===== config.mk =====
export PLATFORM = sky130hd
export DESIGN_NAME = ar_router
export DESIGN_NICKNAME = d
export VERILOG_FILES = /design/src/rtl/ar_pkg.sv /design/src/rtl/ar_window_decode.sv /design/src/rtl/ar_return_lane.sv /design/src/rtl/ar_router.sv
export SDC_FILE = /design/constraint.sdc
export NUM_CORES = 1
export LEC_CHECK = 0
export ABC_AREA = 1
export ABC_CLOCK_PERIOD_IN_PS = 1100
export BUFFER_PORTS_ARGS = -buffer_cell sky130_fd_sc_hd__buf_2
export CAP_MARGIN = 20
export CELL_PAD_IN_SITES_DETAIL_PLACEMENT = 1
export CELL_PAD_IN_SITES_GLOBAL_PLACEMENT = 1
export CORE_AREA = 2 2 262 264
export CTS_CLUSTER_SIZE = 8
export DETAILED_ROUTE_END_ITERATION = 8
export DIE_AREA = 0 0 264 266
export GPL_ROUTABILITY_DRIVEN = 0
export MAX_ROUTING_LAYER = met4
export PLACE_DENSITY_LB_ADDON = 0.1
export RECOVER_POWER = 50
export SYNTH_ARGS = -nofsm -noshare
export SYNTH_HDL_FRONTEND = slang
export SYNTH_HIERARCHICAL = 1
export SYNTH_SLANG_ARGS = --single-unit

===== constraint.sdc =====
create_clock -name clk -period 1.1 [get_ports clk]
set_clock_uncertainty 0.1 [all_clocks]
set_input_delay 0 -clock clk [delete_from_list [all_inputs] [get_ports clk]]
set_output_delay 0 -clock clk [all_outputs]
set_load 0.01 [all_outputs]

===== src/rtl/ar_pkg.sv =====
package ar_pkg;

    localparam int unsigned VA_W = 32;

    localparam logic [VA_W-1:0] ROM_PHYS_BASE = 32'h1FC0_0000;
    localparam logic [VA_W-1:0] RAM_PHYS_BASE = 32'h0000_0000;

    typedef enum logic [7:0] {
        MST_FETCH = 8'd0,
        MST_DMA   = 8'd1
    } master_e;

    typedef enum logic [7:0] {
        RGN_BOOTROM = 8'd0,
        RGN_MAINRAM = 8'd1
    } region_e;

    localparam logic [7:0] TRC_FLAG_WRITE = 8'h01;

    // Kernel segments 0 and 1 alias physical memory through the low 29 bits.
    function automatic logic [VA_W-1:0] strip_kseg(input logic [VA_W-1:0] va);
        logic [VA_W-1:0] pa;
        if (va[31:30] == 2'b10) pa = {3'b000, va[28:0]};
        else                    pa = va;
        return pa;
    endfunction

endpackage : ar_pkg


===== src/rtl/ar_window_decode.sv =====
module ar_window_decode
    import ar_pkg::*;
#(
    parameter logic [31:0] BASE      = 32'h0,
    parameter int unsigned BYTES     = 1024,
    parameter int unsigned ALIGN     = 2,
    parameter bit          STRIP_SEG = 1'b0,
    localparam int unsigned AW       = $clog2(BYTES)
) (
    input  logic [VA_W-1:0] addr,
    output logic            hit,
    output logic [AW-1:0]   offset
);

    logic [VA_W-1:0] phys;
    logic [VA_W:0]   diff;
    logic [AW-1:0]   align_mask;

    generate
        if (STRIP_SEG) begin : g_strip
            assign phys = strip_kseg(addr);
        end else begin : g_pass
            assign phys = addr;
        end
    endgenerate

    // Borrow lands in bit VA_W when phys < BASE; any bit at or above AW means out of window.
    assign diff       = {1'b0, phys} - {1'b0, BASE};
    assign hit        = (diff[VA_W:AW] == '0);
    assign align_mask = {{(AW-ALIGN){1'b1}}, {ALIGN{1'b0}}};
    assign offset     = diff[AW-1:0] & align_mask;

endmodule : ar_window_decode


===== src/rtl/ar_return_lane.sv =====
module ar_return_lane
    import ar_pkg::*;
#(
    parameter int unsigned DATA_W = 32,
    parameter master_e     MASTER = MST_FETCH,
    parameter region_e     REGION = RGN_BOOTROM
) (
    input  logic              clk,
    input  logic              rst,
    input  logic              req,
    input  logic              hit,
    input  logic [VA_W-1:0]   req_addr,
    input  logic [DATA_W-1:0] be_rdata,
    output logic              valid,
    output logic              error,
    output logic [DATA_W-1:0] rdata,
    output logic              trc_valid,
    output logic [VA_W-1:0]   trc_addr,
    output logic [63:0]       trc_data,
    output logic [7:0]        trc_master,
    output logic [7:0]        trc_region,
    output logic [7:0]        trc_flags
);

    logic            pend_ok;
    logic            pend_err;
    logic [VA_W-1:0] addr_q;

    always_ff @(posedge clk) begin
        if (rst) begin
            pend_ok  <= 1'b0;
            pend_err <= 1'b0;
            addr_q   <= '0;
        end else begin
            pend_ok  <= req & hit;
            pend_err <= req & ~hit;
            if (req) addr_q <= req_addr;
        end
    end

    assign valid = pend_ok | pend_err;
    assign error = pend_err;
    assign rdata = pend_ok ? be_rdata : '0;

    assign trc_valid  = pend_ok;
    assign trc_addr   = addr_q;
    assign trc_master = MASTER;
    assign trc_region = REGION;
    assign trc_flags  = TRC_FLAG_WRITE & 8'h00;

    generate
        if (DATA_W >= 64) begin : g_wide
            assign trc_data = rdata[63:0];
        end else begin : g_narrow
            assign trc_data = {{(64-DATA_W){1'b0}}, rdata};
        end
    endgenerate

endmodule : ar_return_lane


===== src/rtl/ar_router.sv =====
module ar_router
    import ar_pkg::*;
#(
    parameter int unsigned ROM_BYTES  = 4 * 1024 * 1024,
    parameter int unsigned RAM_BYTES  = 32 * 1024 * 1024,
    parameter int unsigned ROM_DATA_W = 32,
    parameter int unsigned RAM_DATA_W = 128,
    localparam int unsigned ROM_AW    = $clog2(ROM_BYTES),
    localparam int unsigned RAM_AW    = $clog2(RAM_BYTES),
    localparam int unsigned ROM_ALIGN = $clog2(ROM_DATA_W / 8),
    localparam int unsigned RAM_ALIGN = $clog2(RAM_DATA_W / 8)
) (
    input  logic                  clk,
    input  logic                  rst,
    input  logic                  if_req,
    input  logic [31:0]           if_addr,
    output logic                  if_valid,
    output logic                  if_error,
    output logic [ROM_DATA_W-1:0] if_rdata,
    input  logic                  dma_req,
    input  logic [31:0]           dma_addr,
    output logic                  dma_valid,
    output logic                  dma_error,
    output logic [RAM_DATA_W-1:0] dma_rdata,
    output logic                  rom_rd_en,
    output logic [ROM_AW-1:0]     rom_rd_addr,
    input  logic [ROM_DATA_W-1:0] rom_rd_data,
    output logic                  ram_rd_en,
    output logic [RAM_AW-1:0]     ram_rd_addr,
    input  logic [RAM_DATA_W-1:0] ram_rd_data,
    output logic [1:0]            trc_valid,
    output logic [63:0]           trc_addr,
    output logic [127:0]          trc_data,
    output logic [15:0]           trc_master,
    output logic [15:0]           trc_region,
    output logic [15:0]           trc_flags
);

    logic if_hit;
    logic dma_hit;

    ar_window_decode #(
        .BASE(ROM_PHYS_BASE), .BYTES(ROM_BYTES), .ALIGN(ROM_ALIGN), .STRIP_SEG(1'b1)
    ) u_if_dec (
        .addr(if_addr), .hit(if_hit), .offset(rom_rd_addr)
    );

    ar_window_decode #(
        .BASE(RAM_PHYS_BASE), .BYTES(RAM_BYTES), .ALIGN(RAM_ALIGN), .STRIP_SEG(1'b0)
    ) u_dma_dec (
        .addr(dma_addr), .hit(dma_hit), .offset(ram_rd_addr)
    );

    assign rom_rd_en = if_req & if_hit;
    assign ram_rd_en = dma_req & dma_hit;

    ar_return_lane #(
        .DATA_W(ROM_DATA_W), .MASTER(MST_FETCH), .REGION(RGN_BOOTROM)
    ) u_if_lane (
        .clk(clk), .rst(rst), .req(if_req), .hit(if_hit), .req_addr(if_addr),
        .be_rdata(rom_rd_data), .valid(if_valid), .error(if_error), .rdata(if_rdata),
        .trc_valid(trc_valid[0]), .trc_addr(trc_addr[31:0]), .trc_data(trc_data[63:0]),
        .trc_master(trc_master[7:0]), .trc_region(trc_region[7:0]), .trc_flags(trc_flags[7:0])
    );

    ar_return_lane #(
        .DATA_W(RAM_DATA_W), .MASTER(MST_DMA), .REGION(RGN_MAINRAM)
    ) u_dma_lane (
        .clk(clk), .rst(rst), .req(dma_req), .hit(dma_hit), .req_addr(dma_addr),
        .be_rdata(ram_rd_data), .valid(dma_valid), .error(dma_error), .rdata(dma_rdata),
        .trc_valid(trc_valid[1]), .trc_addr(trc_addr[63:32]), .trc_data(trc_data[127:64]),
        .trc_master(trc_master[15:8]), .trc_region(trc_region[15:8]), .trc_flags(trc_flags[15:8])
    );

endmodule : ar_router


==> results of run 1 <==
[repair_timing]
action | in CTS | in global routing
endpoints found under the setup margin | 260 | 285
cloned | 9 | 6
hold buffers | 67 | 15
setup buffers | 16 | 5
pin swaps | 1 | 13
hold endpoints to repair | 68 | 14
resized for setup | 273 | 331
[worst paths after layout]
check	end	depth (start not counted)	start	slack (ns)
max reg2reg	u_if_lane/trc_addr[31]$_SDFFE_PP0P_	2	u_if_lane/trc_addr[31]$_SDFFE_PP0P_	0.43
min reg2reg	u_if_lane/trc_addr[29]$_SDFFE_PP0P_	2	u_if_lane/trc_addr[29]$_SDFFE_PP0P_	0.37
max	dma_rdata[95]	6	u_dma_lane/trc_valid$_SDFF_PP0_	-0.42
min	u_dma_lane/error$_SDFF_PP0_	6	dma_addr[26]	0.01
[state kept, by name, summed over array words and instances, names as in the netlist]
name / cells
u_dma_lane/trc_addr: 32
u_if_lane/trc_addr: 32
u_dma_lane/error: 1
u_dma_lane/trc_valid: 1
u_if_lane/error: 1
u_if_lane/trc_valid: 1
[metrics by stage]
stage	setup slack, ns	cells	setup TNS (ns)	hold WS [ns]
4_1_cts	-0.458	2433	-99.90	0.00635
3_3_place_gp	-0.0826	2325	-0.398	0.102
2_1_floorplan	-0.0130	1087	-0.391	-0.0284
3_5_place_dp	-0.0946	2325	-0.666	0.100
6_report	-0.420	2453	-82.55	0.0116
5_1_grt	-0.476	2452	-101.77	0.0205
[routing by layer]
layer,GRT usage,up-vias
met5,-,-
met4,0.0416,0
met3,0.0399,45
met2,0.208,317
met1,0.102,3298
li1,-,3592
[final cells by class]
| type | count | area (sq um) |
|---|---|---|
| fillers | 8300 | 55800 |
| well taps | 882 | 1100 |
| inverters | 231 | 962 |
| multi-input cells | 527 | 2530 |
| clock buffers | 10 | 229 |
| flip-flops and latches | 68 | 1370 |
| diodes | 11 | 27.5 |
| repair buffers | 718 | 5600 |
| clock inverters | 6 | 111 |
[power groups by stage]
| stage | clock [mW] | combinational, mW | sequential [mW] |
|---|---|---|---|
| after floorplan | 0 | 0.927 | 2.84 |
| after global placement | 0 | 1.59 | 2.76 |
| after detailed placement | 0 | 1.59 | 2.77 |
| after CTS | 3.79 | 1.83 | 2.71 |
| after global routing | 3.83 | 2.03 | 2.74 |
| final | 3.54 | 1.81 | 2.71 |
[worst min-delay path: cells and delay by family]
kind / cells / cell delay, ns
buffers and inverters: 2 / 0.22
and+or+nand+nor: 4 / 0.23
[logic make-up (layout without fill, tap and decap cells)]
kind of cell	Yosys count	in the layout
buf+inv	492	965
simple gates	441	441
flops	68	68
other cells	5	97
[placed cells by master (no fill, tap or decap)]
master and n:
nand2_1 207, or2_4 2, bufinv_16 3, diode_2 11, dfxtp_4 2, nand2_4 59
inv_4 37, inv_6 1, buf_2 326, buf_12 19, nand2_2 34, clkbuf_2 5
buf_4 28, buf_8 7, nor2_4 1, inv_2 73, buf_6 174, nor2_2 1
dlygate4sd3_1 68, nand4_1 1, buf_16 6, nor2_1 136, dfxtp_1 66, clkinvlp_4 2
conb_1 86, inv_1 121, clkbuf_16 15, clkbuf_1 80
==> reports/metrics.yaml, run 1 <==
status:
  status: "complete, but fails checks"
  failed_checks: "setup timing"
worst_setup_path:
  crit_required_ns: 1.00
  worst_path_top_cell_family_by_delay: "buffers and inverters"
  slowest_delay_ns: 0.38
  cpMaxStageDelayCell: "dfxtp_4"
  setup.worst_path.start_class: "flip-flop"
  critical_path_class: "flip-flop to output port"
  timing.critical_path.fanout_max: 6
  worstPathArrival_ns: 1.42
  worst-path-buf-inv: 5
  crit_top_cell: "buf_12"
  endpoint_kind: "output port"
  path_cells: "buf_12, buf_12, clkbuf_16, nand2_2, inv_2, buf_6"
floorplan:
  ioPinCount: 683
  die-area_sq_um: 70200
  core_sq_um: 67700
  chipWidth_um: 264
  floorplan.initialDensity: 0.0861
  die_h_um: 266
  core.rowCount: 96
sta:
  timing.final.max_slew_violations: 0
  clock.fmax_mhz: 658
  finalWorstSetupSlack_ns: -0.420
  unrepaired_setup_endpoints_after_global_routing: "true"
  finalSetupViolations: 261
  final_min_period_over_clock_period: 1.38
  final_count_of_hold_timing_violations: 0
  fin_crit_ns: 1.52
detailed_routing:
  final_antenna_net_count: 0
  dr_wl_met3_um: 3090
  drt-vias-per-instance: 2.96
  vias: 7252
  detailed_route_wire_length_um: 40300
  dr_wl_met2_um: 21900
  drc_errors: 0
  detail_route.first_pass.iterations: 4
  routedLengthMet1_um: 13800
  detail_routed_net_length_per_standard_cell_um: 16.4
  highest-signal-layer: "met4"
  drt_iter0_markers: 176
synth:
  main_combinational_cell_family_by_area_after_synthesis: "buffers and inverters"
  synth_compound_area_frac: 0
  synth_top_area_frac: 0.311
  yosys.area_share.xor_xnor: 0
  cell_with_the_most_instances_after_synthesis: "nand2_1"
  mux_share_of_post_synthesis_cell_area: 0
  post_synth.cell_area_avg_sq_um: 5.80
  synth_top_flop_cell: "dfxtp_1"
  ys_types: 12
  ys_ff_latch: 68
  postSynth.asyncResetShare: 0
  synth.cell_area_sq_um: 5840
  synth-simple-area-share: 0.285
  synth_sequential_area_ratio: 0.233
  number_of_flops_mapped_to_enable_cells_by_yosys: 0
  synthesis.instances: 1006
  post-synth-top-area-cell: "buf_4"
  synth.area.top_cells: "buf_4 (31%), dfxtp_1 (23%), nand2_1 (19%)"
  synthAdderAreaFrac: 0
  yosys_warnings: 6
  post_synth_most_frequent_cells: "nand2_1 (300), buf_4 (242), inv_1 (231), nor2_1 (137), dfxtp_1 (68)"
placed_design:
  port_buffers: 596
  postPlaceCellArea_sq_um: 8580
  detailedPlacementHpwl_um: 32500
final_layout:
  layout_cells_sized_above_1: 0.510
  final_core_utilization: 0.176
  num-nets-final: 1783
  syn_to_final_growth_pct: 105
  cell_area_after_layout_sq_um: 11900
power:
  power.density_nw_per_um2: 676
  swShare: 0.301
  seq_power_share: 0.336
  p_comb_frac: 0.225
  power_frac_clock: 0.439
  max-vdd-ir-drop_v: 0.000759
  internal_power_mw: 5.64
  total_leakage_power_nw: 7.39
  finalPower_mw: 8.06
  power.net_switching_mw: 2.43
global_routing:
  grt.overflow.total: 0
  gr-usage-all-layers: 0.111
  grt_pass1_wl_um: 53700
  initial_antenna_violation_count: 11
  grt_pass1_vias: 7415
  pin_count_of_the_biggest_net_entering_global_routing: 29
clock_tree:
  clk_transition_reported_paths_ns: 0.06
  clock_tree.buffer_depth: 2
  clkSinkCount: 68
  cts-buffers-inserted: 9
  insertion_delay_ns: 0.37
  cts-root-buf: "clkbuf_16"
  ctsHtreeMaxLevel: 3
  tritoncts: "yes"
worst_hold_path:
  hp-class: "input port to flip-flop"
job:
  maxCapViolCount: 0
No activity file was read; power rests on OpenSTA's default activity.
==> run 2, diff against run 1 <==
--- a/config.mk
+++ b/config.mk
@@ -19,6 +19,7 @@
 export MAX_ROUTING_LAYER = met4
 export PLACE_DENSITY_LB_ADDON = 0.1
 export RECOVER_POWER = 50
+export SKIP_CTS_REPAIR_TIMING = 1
 export SYNTH_ARGS = -nofsm -noshare
 export SYNTH_HDL_FRONTEND = slang
 export SYNTH_HIERARCHICAL = 1
==> reports/metrics.yaml, run 2 (same netlist as run 1, synthesis figures left out) <==
global_routing:
  initial_antenna_violation_count: 11
  pin_count_of_the_biggest_net_entering_global_routing: 43
  grt_pass1_vias: 6743
  gr-usage-all-layers: 0.103
  grt.overflow.total: 0
  grt_pass1_wl_um: 49600
clock_tree:
  cts-buffers-inserted: 9
  insertion_delay_ns: 0.37
  clk_transition_reported_paths_ns: 0.06
  cts-root-buf: "clkbuf_16"
  tritoncts: "yes"
  ctsHtreeMaxLevel: 3
  clock_tree.buffer_depth: 2
  clkSinkCount: 68
worst_setup_path:
  crit_required_ns: 1.00
  endpoint_kind: "output port"
  setup.worst_path.start_class: "flip-flop"
  critical_path_class: "flip-flop to output port"
  timing.critical_path.fanout_max: 5
  worstPathArrival_ns: 1.42
detailed_routing:
  drt-vias-per-instance: 2.93
  detailed_route_wire_length_um: 39700
  drc_errors: 0
  vias: 7170
  final_antenna_net_count: 0
  drt_iter0_markers: 172
  detail_routed_net_length_per_standard_cell_um: 16.2
  detail_route.first_pass.iterations: 4
sta:
  clock.fmax_mhz: 659
  timing.final.max_slew_violations: 0
  finalWorstSetupSlack_ns: -0.417
  finalSetupViolations: 262
  hold_slack_ns: -0.0744
  final_count_of_hold_timing_violations: 3
  fin_crit_ns: 1.52
  unrepaired_setup_endpoints_after_global_routing: "true"
  setup-tns-final_ns: -79.84
  final_min_period_over_clock_period: 1.38
final_layout:
  final_core_utilization: 0.171
  nFillCells: 8331
  layout_cells_sized_above_1: 0.496
  cell_area_after_layout_sq_um: 11600
  num-nets-final: 1776
  most-common-layout-cells: "buf_2 (349), nand2_1 (225), buf_6 (152), inv_1 (138), nor2_1 (137)"
  syn_to_final_growth_pct: 98.8
  layout.cells.most_common: "buf_2"
worst_hold_path:
  hp-class: "input port to flip-flop"
power:
  finalPower_mw: 8.05
  power.density_nw_per_um2: 694
  total_leakage_power_nw: 7.32
  max-vdd-ir-drop_v: 0.000756
floorplan:
  chipWidth_um: 264
  core.rowCount: 96
  core_sq_um: 67700
  floorplan.initialDensity: 0.0861
  ioPinCount: 683
  die_h_um: 266
  die-area_sq_um: 70200
placed_design:
  port_buffers: 596
  pre_cts_ws_ns: -0.0946
  detailedPlacementHpwl_um: 32500
  postPlaceCellArea_sq_um: 8580
status:
  status: "complete, but fails checks"
  failed_checks: "hold timing, setup timing"
job:
  maxCapViolCount: 0
==> run 2: changes by cell type in the layout (fill, tap and decap cells not counted), sizes merged <==
cell / delta
clkbuf: -19
buf: +12
==> run 2: layout make-up <==
cell class              instances  area (sq um)  share of cell area
flip-flops and latches         68          1370               0.118
diodes                         11          27.5             0.00237
inverters                     231           977              0.0842
well taps                     882          1100              0.0951
clock buffers                  10           229              0.0197
multi-input cells             527          2420               0.208
repair buffers                711          5370               0.463
clock inverters                 6           111             0.00960
==> run 2: critical path: stages, from the launching register on <==
cell	delay, ns
dfxtp_4	0.36
buf_8	0.14
buf_12	0.14
buf_6	0.14
nand2_1	0.07
inv_1	0.05
buf_4	0.15
==> run 2: per-stage QoR <==
| step | hold WS [ns] | std cells |
|---|---|---|
| 2_1_floorplan | -0.0284 | 1087 |
| 3_3_place_gp | 0.102 | 2325 |
| 3_5_place_dp | 0.100 | 2325 |
| 4_1_cts | -0.217 | 2341 |
| 5_1_grt | -0.0138 | 2445 |
| 6_report | -0.0744 | 2446 |
==> run 2: per-layer routing <==
metal	vias up	global-route usage	part of all wire	routed length [um]
met1	3242	0.0945	0.34	13700
met4	0	0.0313	0.036	1420
met2	319	0.195	0.54	21500
met3	46	0.0394	0.079	3130
li1	3563	-	-	-
met5	-	-	0	0
==> run 2: power breakdown <==
group / leakage (nW) / internal (mW) / switching, mW
combinational: 6.59 / 0.803 / 1.00
sequential: 0.567 / 2.63 / 0.0828
clock: 0.159 / 2.22 / 1.32
==> run 2: worst paths after layout <==
path	start	endpoint	slack, ns	cells past startpoint
min	if_addr[29]	u_if_lane/trc_valid$_SDFF_PP0_	-0.07	6
max	u_dma_lane/trc_valid$_SDFF_PP0_	dma_rdata[106]	-0.42	6
max reg2reg	u_if_lane/trc_addr[31]$_SDFFE_PP0P_	u_if_lane/trc_addr[31]$_SDFFE_PP0P_	0.43	2
min reg2reg	u_if_lane/trc_addr[29]$_SDFFE_PP0P_	u_if_lane/trc_addr[29]$_SDFFE_PP0P_	0.37	2
==> run 3, diff against run 2 <==
--- a/config.mk
+++ b/config.mk
@@ -24,3 +24,4 @@
 export SYNTH_HDL_FRONTEND = slang
 export SYNTH_HIERARCHICAL = 1
 export SYNTH_SLANG_ARGS = --single-unit
+export TNS_END_PERCENT = 20
==> reports/metrics.yaml, run 3 (same netlist as run 1, synthesis figures left out) <==
final_layout:
  layout.cells.most_common: "buf_2"
  layout_cells_sized_above_1: 0.458
  num-nets-final: 1765
  syn_to_final_growth_pct: 83.2
  final_core_utilization: 0.158
  stdcell_count: 2435
  most-common-layout-cells: "buf_2 (399), nand2_1 (263), inv_1 (154), nor2_1 (137), buf_6 (96)"
  cell_area_after_layout_sq_um: 10700
power:
  max-vdd-ir-drop_v: 0.000755
  total_leakage_power_nw: 6.89
  power.density_nw_per_um2: 748
  internal_power_mw: 5.64
  swShare: 0.295
  power_frac_clock: 0.442
  seq_power_share: 0.339
  p_comb_frac: 0.219
  power.net_switching_mw: 2.35
  finalPower_mw: 7.99
detailed_routing:
  drt_iter0_markers: 183
  final_antenna_net_count: 0
  detail_route.first_pass.iterations: 4
  detail_routed_net_length_per_standard_cell_um: 16.0
  vias: 7077
  drc_errors: 0
  drt-vias-per-instance: 2.91
  detailed_route_wire_length_um: 39000
status:
  failed_checks: "hold timing, setup timing"
  status: "complete, but fails checks"
job:
  maxCapViolCount: 0
global_routing:
  grt_pass1_vias: 6743
  pin_count_of_the_biggest_net_entering_global_routing: 43
  grt_pass1_wl_um: 49600
  gr-usage-all-layers: 0.103
  grt.overflow.total: 0
  initial_antenna_violation_count: 11
worst_setup_path:
  worst-path-stages: 6
  reg2reg_setup_slack_ns: 0.44
  setup.worst_path.start_class: "flip-flop"
  critical_path_class: "flip-flop to output port"
  slowest_delay_ns: 0.36
  cpMaxStageDelayCell: "dfxtp_4"
  worst-path-buf-inv: 5
  worst_path_top_cell_family_by_delay: "buffers and inverters"
  rr_endpoint: "u_if_lane/trc_addr[31]$_SDFFE_PP0P_"
  crit-reg2reg-launch: "u_if_lane/trc_addr[31]$_SDFFE_PP0P_"
  endpoint_kind: "output port"
  worstPathArrival_ns: 1.42
  crit_required_ns: 1.00
  path_cells: "buf_8, buf_12, buf_6, nand2_1, inv_1, buf_4"
  timing.critical_path.fanout_max: 5
  worstRegToRegCells: 2
clock_tree:
  ctsHtreeMaxLevel: 3
  clkSinkCount: 68
  cts-root-buf: "clkbuf_16"
  clock_tree.buffer_depth: 2
  cts-buffers-inserted: 9
  insertion_delay_ns: 0.37
  tritoncts: "yes"
  clk_transition_reported_paths_ns: 0.06
sta:
  fin_crit_ns: 1.52
  clock.fmax_mhz: 656
  final_min_period_over_clock_period: 1.39
  setup-tns-final_ns: -72.85
  final_count_of_hold_timing_violations: 3
  finalSetupViolations: 262
  finalWorstSetupSlack_ns: -0.424
  unrepaired_setup_endpoints_after_global_routing: "true"
  timing.final.max_slew_violations: 0
  hold_slack_ns: -0.0727
floorplan:
  core.rowCount: 96
  chipWidth_um: 264
  core_sq_um: 67700
  die_h_um: 266
  die-area_sq_um: 70200
  ioPinCount: 683
  floorplan.initialDensity: 0.0861
worst_hold_path:
  worst_hold_path.endpoint: "u_if_lane/trc_valid$_SDFF_PP0_"
  hold-path-cell-count: 6
  start_point_of_the_worst_min_delay_path: "if_addr[29]"
  hp-class: "input port to flip-flop"
placed_design:
  pre_cts_ws_ns: -0.0946
  detailedPlacementHpwl_um: 32500
  postPlaceCellArea_sq_um: 8580
  place_inst: 2325
  port_buffers: 596
## run 3: changes by cell type in the layout (fill, tap and decap cells not counted), moves of 3 or more
cell / previous run / this run
buf_6: 152 / 96
buf_2: 349 / 399
nand2_4: 47 / 6
nand2_1: 225 / 263
inv_4: 43 / 6
inv_2: 50 / 71
inv_1: 138 / 154
clkbuf_16: 18 / 15
nand2_2: 28 / 31
## run 3: metal layers
metal | routed length, um | global-route usage | vias up
li1 | - | - | 3543
met4 | 1490 | 0.0313 | 0
met5 | 0 | - | -
met2 | 21000 | 0.195 | 314
met3 | 3170 | 0.0394 | 44
met1 | 13300 | 0.0945 | 3176
## run 3: worst max-delay path by stage
stage | start | to | slack [ns]
6_report | u_dma_lane/trc_valid$_SDFF_PP0_ | dma_rdata[106] | -0.42
5_1_grt | u_dma_lane/trc_valid$_SDFF_PP0_ | dma_rdata[71] | -0.47
4_1_cts | u_dma_lane/trc_valid$_SDFF_PP0_ | trc_data[118] | -0.53
3_5_place_dp | u_dma_lane/trc_valid$_SDFF_PP0_ | trc_data[118] | -0.09
3_3_place_gp | u_dma_lane/trc_valid$_SDFF_PP0_ | trc_data[118] | -0.08
2_1_floorplan | u_if_lane/trc_valid$_SDFF_PP0_ | trc_data[0] | -0.01
## run 3: worst register-to-register path, cell delays in order (launching register included)
cell and delay [ns]:
dfxtp_1 0.31, nor2_1 0.10, nor2_1 0.05
## run 3: power by group through the flow
| stage | clock network, mW | registers [mW] | logic (mW) |
|---|---|---|---|
| detailed placement | 0 | 2.77 | 1.59 |
| global route | 3.83 | 2.73 | 1.97 |
| global placement | 0 | 2.76 | 1.59 |
| finish | 3.53 | 2.71 | 1.75 |
| floorplan | 0 | 2.84 | 0.927 |
| CTS | 3.79 | 2.71 | 1.60 |
## run 3: final cells by class
class	instances	area, sq um
diodes	11	27.5
clock buffers	10	229
clock inverters	6	111
fillers	8415	57100
inverters	231	885
multi-input cells	527	2110
flip-flops and latches	68	1370
well taps	882	1100
repair buffers	700	4860
